[config.mk]
export PLATFORM = sky130hd
export DESIGN_NAME = rsenc_sys
export DESIGN_NICKNAME = d
export VERILOG_FILES = /design/src/rtl/rsenc_pkg.sv /design/src/rtl/gf_cmul.sv /design/src/rtl/rsenc_ctrl.sv /design/src/rtl/rsenc_lfsr.sv /design/src/rtl/rsenc_sys.sv
export SDC_FILE = /design/constraint.sdc
export NUM_CORES = 1
export LEC_CHECK = 0
export ABC_AREA = 1
export BUFFER_PORTS_ARGS = -buffer_cell sky130_fd_sc_hd__buf_2
export CAP_MARGIN = 0
export CORE_MARGIN = 2
export CORE_UTILIZATION = 45
export DETAILED_ROUTE_END_ITERATION = 7
export PLACE_DENSITY = 0.7
export SYNTH_ARGS = -nofsm -noshare
export SYNTH_HDL_FRONTEND = slang
export SYNTH_SLANG_ARGS = --single-unit
[constraint.sdc]
create_clock -name clk -period 2.7 [get_ports clk]
set_clock_uncertainty 0.15 [all_clocks]
set_input_delay 0.405 -clock clk [delete_from_list [all_inputs] [get_ports clk]]
set_output_delay 0.405 -clock clk [all_outputs]
set_load 0.01 [all_outputs]
[src/rtl/rsenc_pkg.sv]
package rsenc_pkg;

  localparam int unsigned SYM_W   = 8;
  localparam logic [8:0]  FLD_POL = 9'h11D;
  localparam int unsigned MAX_PAR = 16;

  typedef logic [SYM_W-1:0] sym_t;
  typedef logic [MAX_PAR:0][SYM_W-1:0] gen_t;

  // GF(2^8) product, shift-and-add with reduction by the field polynomial
  function automatic sym_t gf_mul(sym_t a, sym_t b);
    sym_t acc;
    sym_t x;
    acc = '0;
    x   = a;
    for (int i = 0; i < SYM_W; i++) begin
      if (b[i]) acc = acc ^ x;
      if (x[SYM_W-1]) x = sym_t'(x << 1) ^ FLD_POL[SYM_W-1:0];
      else            x = sym_t'(x << 1);
    end
    return acc;
  endfunction

  function automatic sym_t gf_apow(int unsigned e);
    sym_t r;
    r = sym_t'(1);
    for (int unsigned i = 0; i < e; i++) r = gf_mul(r, sym_t'(2));
    return r;
  endfunction

  // coefficients of prod_{j} (x + alpha^(first+j)), index = power of x
  function automatic gen_t gen_poly(int unsigned npar, int unsigned first);
    gen_t g;
    sym_t rt;
    g    = '0;
    g[0] = sym_t'(1);
    for (int unsigned j = 0; j < npar; j++) begin
      rt = gf_apow(first + j);
      for (int i = MAX_PAR; i >= 1; i--) g[i] = g[i-1] ^ gf_mul(g[i], rt);
      g[0] = gf_mul(g[0], rt);
    end
    return g;
  endfunction

endpackage

[src/rtl/gf_cmul.sv]
module gf_cmul
  import rsenc_pkg::*;
#(
  parameter sym_t COEF = 8'h01
) (
  input  sym_t a,
  output sym_t y
);

  // constant operand: reduces to a fixed XOR network
  always_comb y = gf_mul(a, COEF);

endmodule

[src/rtl/rsenc_ctrl.sv]
module rsenc_ctrl #(
  parameter int unsigned NPAR = 6
) (
  input  logic clk,
  input  logic rst_n,
  input  logic in_vld,
  input  logic in_last,
  output logic accept,
  output logic par_busy,
  output logic par_final
);

  localparam int unsigned CNT_W = (NPAR > 1) ? $clog2(NPAR) : 1;
  localparam logic [CNT_W-1:0] CNT_LAST = CNT_W'(NPAR - 1);

  logic             busy_q, busy_d;
  logic [CNT_W-1:0] cnt_q, cnt_d;
  logic             st_en;

  assign accept    = in_vld & ~busy_q;
  assign par_busy  = busy_q;
  assign par_final = busy_q & (cnt_q == CNT_LAST);

  always_comb begin
    busy_d = busy_q;
    cnt_d  = cnt_q;
    st_en  = 1'b0;
    if (accept && in_last) begin
      busy_d = 1'b1;
      cnt_d  = '0;
      st_en  = 1'b1;
    end else if (busy_q) begin
      st_en = 1'b1;
      if (par_final) begin
        busy_d = 1'b0;
        cnt_d  = '0;
      end else begin
        cnt_d = cnt_q + 1'b1;
      end
    end
  end

  always_ff @(posedge clk or negedge rst_n) begin
    if (!rst_n) begin
      busy_q <= 1'b0;
      cnt_q  <= '0;
    end else if (st_en) begin
      busy_q <= busy_d;
      cnt_q  <= cnt_d;
    end
  end

endmodule

[src/rtl/rsenc_lfsr.sv]
module rsenc_lfsr
  import rsenc_pkg::*;
#(
  parameter int unsigned NPAR = 6,
  parameter int unsigned FCR  = 0
) (
  input  logic clk,
  input  logic rst_n,
  input  logic shift_en,
  input  logic clr,
  input  logic fb_en,
  input  sym_t din,
  output sym_t rem_top
);

  localparam gen_t GEN = gen_poly(NPAR, FCR);

  logic [NPAR-1:0][SYM_W-1:0] rem_q, rem_d, rem_base, prod;
  sym_t fb;

  always_comb begin
    for (int i = 0; i < NPAR; i++) rem_base[i] = clr ? '0 : rem_q[i];
    fb = fb_en ? (din ^ rem_base[NPAR-1]) : '0;
  end

  for (genvar i = 0; i < NPAR; i++) begin : g_tap
    gf_cmul #(.COEF(GEN[i])) u_mul (
      .a (fb),
      .y (prod[i])
    );
  end

  always_comb begin
    rem_d[0] = prod[0];
    for (int i = 1; i < NPAR; i++) rem_d[i] = rem_base[i-1] ^ prod[i];
  end

  always_ff @(posedge clk or negedge rst_n) begin
    if (!rst_n) rem_q <= '0;
    else if (shift_en) rem_q <= rem_d;
  end

  assign rem_top = rem_q[NPAR-1];

endmodule

[src/rtl/rsenc_sys.sv]
module rsenc_sys
  import rsenc_pkg::*;
#(
  parameter int unsigned NPAR = 6,
  parameter int unsigned FCR  = 0
) (
  input  logic             clk,
  input  logic             rst_n,
  input  logic [SYM_W-1:0] in_sym,
  input  logic             in_vld,
  input  logic             in_sob,
  input  logic             in_last,
  output logic [SYM_W-1:0] out_sym,
  output logic             out_vld,
  output logic             out_par,
  output logic             out_eob
);

  logic accept, par_busy, par_final;
  sym_t rem_top;

  rsenc_ctrl #(.NPAR(NPAR)) u_ctrl (
    .clk       (clk),
    .rst_n     (rst_n),
    .in_vld    (in_vld),
    .in_last   (in_last),
    .accept    (accept),
    .par_busy  (par_busy),
    .par_final (par_final)
  );

  rsenc_lfsr #(.NPAR(NPAR), .FCR(FCR)) u_lfsr (
    .clk      (clk),
    .rst_n    (rst_n),
    .shift_en (accept | par_busy),
    .clr      (accept & in_sob),
    .fb_en    (accept),
    .din      (in_sym),
    .rem_top  (rem_top)
  );

  sym_t sym_q, sym_d;
  logic vld_q, vld_d, par_q, par_d, eob_q, eob_d, sym_en;

  always_comb begin
    sym_d  = sym_q;
    sym_en = 1'b0;
    vld_d  = 1'b0;
    par_d  = 1'b0;
    eob_d  = 1'b0;
    if (accept) begin
      sym_d  = in_sym;
      sym_en = 1'b1;
      vld_d  = 1'b1;
    end else if (par_busy) begin
      sym_d  = rem_top;
      sym_en = 1'b1;
      vld_d  = 1'b1;
      par_d  = 1'b1;
      eob_d  = par_final;
    end
  end

  always_ff @(posedge clk or negedge rst_n) begin
    if (!rst_n) begin
      vld_q <= 1'b0;
      par_q <= 1'b0;
      eob_q <= 1'b0;
    end else begin
      vld_q <= vld_d;
      par_q <= par_d;
      eob_q <= eob_d;
    end
  end

  always_ff @(posedge clk or negedge rst_n) begin
    if (!rst_n) sym_q <= '0;
    else if (sym_en) sym_q <= sym_d;
  end

  assign out_sym = sym_q;
  assign out_vld = vld_q;
  assign out_par = par_q;
  assign out_eob = eob_q;

endmodule

==> results.json <==
{
  "status": "complete, no violations",
  "cts_hold_buf": 1,
  "postSynthAreaPerCell_sq_um": 7.17,
  "areaGrowthSynthToFinish_pct": 11.3,
  "hold_class": "input port to register",
  "cts_tree": "done",
  "die_h_um": 106,
  "combPwrFrac": 0.609,
  "synthFlopType": "dfrtp_1",
  "clock-root-buffer": "clkbuf_8",
  "cts.reportedPaths.clkPinSlew_ns": 0.08,
  "cts_max_level": 3,
  "critPathKind": "register to register",
  "worst_pin_slew_ns": 0.771,
  "synth-seq-cells": 63,
  "finalCriticalPeriod_ns": 2.53,
  "fmax_ghz": 0.395,
  "rsz0062_at_grt": "no",
  "synth_top_cell_area_share": 0.340,
  "cp_common_cell": "nand2_1",
  "power_density_nw_per_um2": 1320,
  "grt_overflow": 0,
  "p_sw_frac": 0.494,
  "die_w_um": 106,
  "synth_cells": 647,
  "clockPowerShare": 0.128,
  "arrival_ns": 2.65,
  "drc_errors": 0,
  "core_sq_um": 10200,
  "pwr-share-seq": 0.263,
  "synth_fp_nets": 662,
  "yosysWarningCount": 0,
  "slowest_delay_ns": 0.43,
  "drt_wl_total_um": 12200,
  "syn-cell-area_sq_um": 4640,
  "placed_area_sq_um": 4950,
  "setup_violations": 0,
  "dpl.hpwl_um": 9050,
  "n_antenna_cell": 0,
  "crit_start": "u_ctrl.par_busy",
  "routed-via-count": 4333,
  "crit_required_ns": 2.82,
  "io_pins": 24,
  "holdCritStartpoint": "in_sym[4]",
  "max-vdd-ir-drop_mv": 0.531,
  "antenna_found_initial": 0,
  "cap_violations": 0,
  "yosysSeqAreaShare": 0.340,
  "yosysUniqueCellTypes": 40,
  "cp-start-kind": "register",
  "finalCoreUtilization": 0.507,
  "post-route-cell-area_sq_um": 5160,
  "core.rowCount": 37,
  "clkLatencyLatePin_ns": 0.38,
  "worst_setup_path_end_kind": "register",
  "drtAntennaViolNets": 0,
  "gp_congestion": 0.919,
  "avgViaCountPerCell": 5.28,
  "ctsResizeCount": 0,
  "clock-sinks": 63,
  "postCtsSetupBuffers": 0,
  "cp_max_fo": 15,
  "final_common_cell": "nand2_1",
  "grt_first_pass_wirelength_um": 20400,
  "whs_ns": 0.140,
  "r2r-start": "u_ctrl.par_busy",
  "slowest_stage": "dfrtp_1",
  "grt_pass1_vias": 4102,
  "worstPathCellList": "inv_6, nand2_8, inv_8, nand3_4, clkinv_2, nand2_2, nand2_4, xor2_1, nand2_1, nand2_1, nand2_1, nand2_1, nand2_1, nand3_1, nand2_1",
  "final_nets": 694,
  "switchingPower_mw": 3.36,
  "synthArstFlopShare": 1.00,
  "grt_max_degree": 41,
  "drt_iter0_drc": 289,
  "numCtsBuffers": 9,
  "synth.largest_area_cell": "dfrtp_1",
  "avgRoutedWirePerCell_um": 14.9,
  "finalCritPeriodShare": 0.937,
  "path_delay_family": "simple AND/OR/NAND/NOR gates",
  "grtUsageTotal": 0.234,
  "layout_common_cells": "nand2_1 (285), nand3_1 (74), dfrtp_1 (63), inv_1 (37), xor2_1 (27)",
  "hold_violations": 0,
  "start_util": 0.455,
  "layout-drive-gt1-share": 0.173,
  "total_leakage_power_nw": 2.65,
  "worst-path-buf-inv": 3,
  "die-area_sq_um": 11100,
  "power.internal_mw": 3.45,
  "first_pass_iters": 7,
  "synth_edf_count": 0,
  "port_buffers": 23,
  "clockBufferDepth": 2,
  "slew_violations": 0,
  "max-slew-margin-rel": 0.486,
  "yosys-top-cells-area": "dfrtp_1 (34%), nand2_1 (23%), nand3_1 (8.0%)"
}
## registers in the layout (all words and copies together) (netlist names)
| signal | flops |
|---|---|
| u_ctrl.cnt_q | 3 |
| u_lfsr.rem_top | 8 |
| u_lfsr.rem_q | 40 |
| out_eob | 1 |
| out_par | 1 |
| out_sym | 8 |
| out_vld | 1 |
| u_ctrl.par_busy | 1 |
## metal layers
| metal | vias to the layer above | GRT usage | wire [um] |
|---|---|---|---|
| li1 | 2121 | - | - |
| met1 | 2055 | 0.314 | 5640 |
| met2 | 130 | 0.371 | 5710 |
| met3 | 25 | 0.0414 | 558 |
| met4 | 2 | 0.103 | 312 |
| met5 | - | 0 | 21 |
## synth_stat cells, types with 2 or more instances
cell        n
nand2_1   285
nand3_1    74
dfrtp_1    63
inv_1      37
xor2_1     27
nand2_2    26
o21ai_0    21
xnor2_1    21
clkbuf_1    9
nand3_4     8
nand2_4     7
o211ai_1    7
buf_2       6
a21oi_1     4
buf_6       4
inv_2       4
nand3b_1    4
nand4_1     4
nor2_1      4
nand3_2     3
nor2_4      3
or2_1       3
ha_1        2
o21ai_1     2
o21bai_1    2
o22ai_1     2
or2_2       2
## through the flow
stage                     setup slack [ns]  TNS [ns]  instances  total power [mW]
after global placement             0.00656         0        803              5.80
after floorplan                      0.569         0        647              4.89
after detailed placement           -0.0247   -0.0337        803              5.91
after global routing                0.0142         0        820              7.44
final                                0.171         0        820              6.81
after CTS                            0.194         0        820              6.80
## kinds of logic after synthesis
kind of cell | synth area share
buffers and inverters | 0.0672
AOI/OAI and AO/OA | 0.0529
DFF | 0.340
xor gates and xnor gates | 0.0966
adders and majority gates | 0.00539
and+or+nand+nor | 0.438
## worst paths after layout
check	to	slack, ns	depth (start not counted)
hold reg to reg	u_lfsr.rem_q[13]	0.33	2
min in group asynchronous	u_lfsr.rem_q[29]	0.51	2
hold / removal	out_sym[4]	0.14	3
setup / recovery	u_lfsr.rem_top[6]	0.17	15
max in group asynchronous	out_sym[4]	1.25	3
setup reg to reg	u_lfsr.rem_top[6]	0.17	15
## power by group through the flow
stage | combinational (mW) | clock [mW] | sequential [mW]
after floorplan | 3.15 | 0 | 1.73
after global placement | 4.02 | 0 | 1.77
after detailed placement | 4.12 | 0 | 1.79
after CTS | 4.13 | 0.887 | 1.79
after global routing | 4.67 | 0.930 | 1.84
final | 4.15 | 0.869 | 1.79
## cell type report
type | count | area, sq um
multi-input cells | 519 | 2760
clock inverters | 6 | 70.1
fillers | 1011 | 5020
flip-flops and latches | 63 | 1580
repair buffers | 42 | 273
clock buffers | 10 | 138
inverters | 44 | 179
well taps | 136 | 170
## worst reg2reg max path: cells and delay by family, from the launching register on
kind	cells	cell delay (ns)
and+or+nand+nor	11	1.17
DFF	1	0.43
buffers and inverters	3	0.41
xor gates and xnor gates	1	0.27
Power figures use the tool's default switching activity.
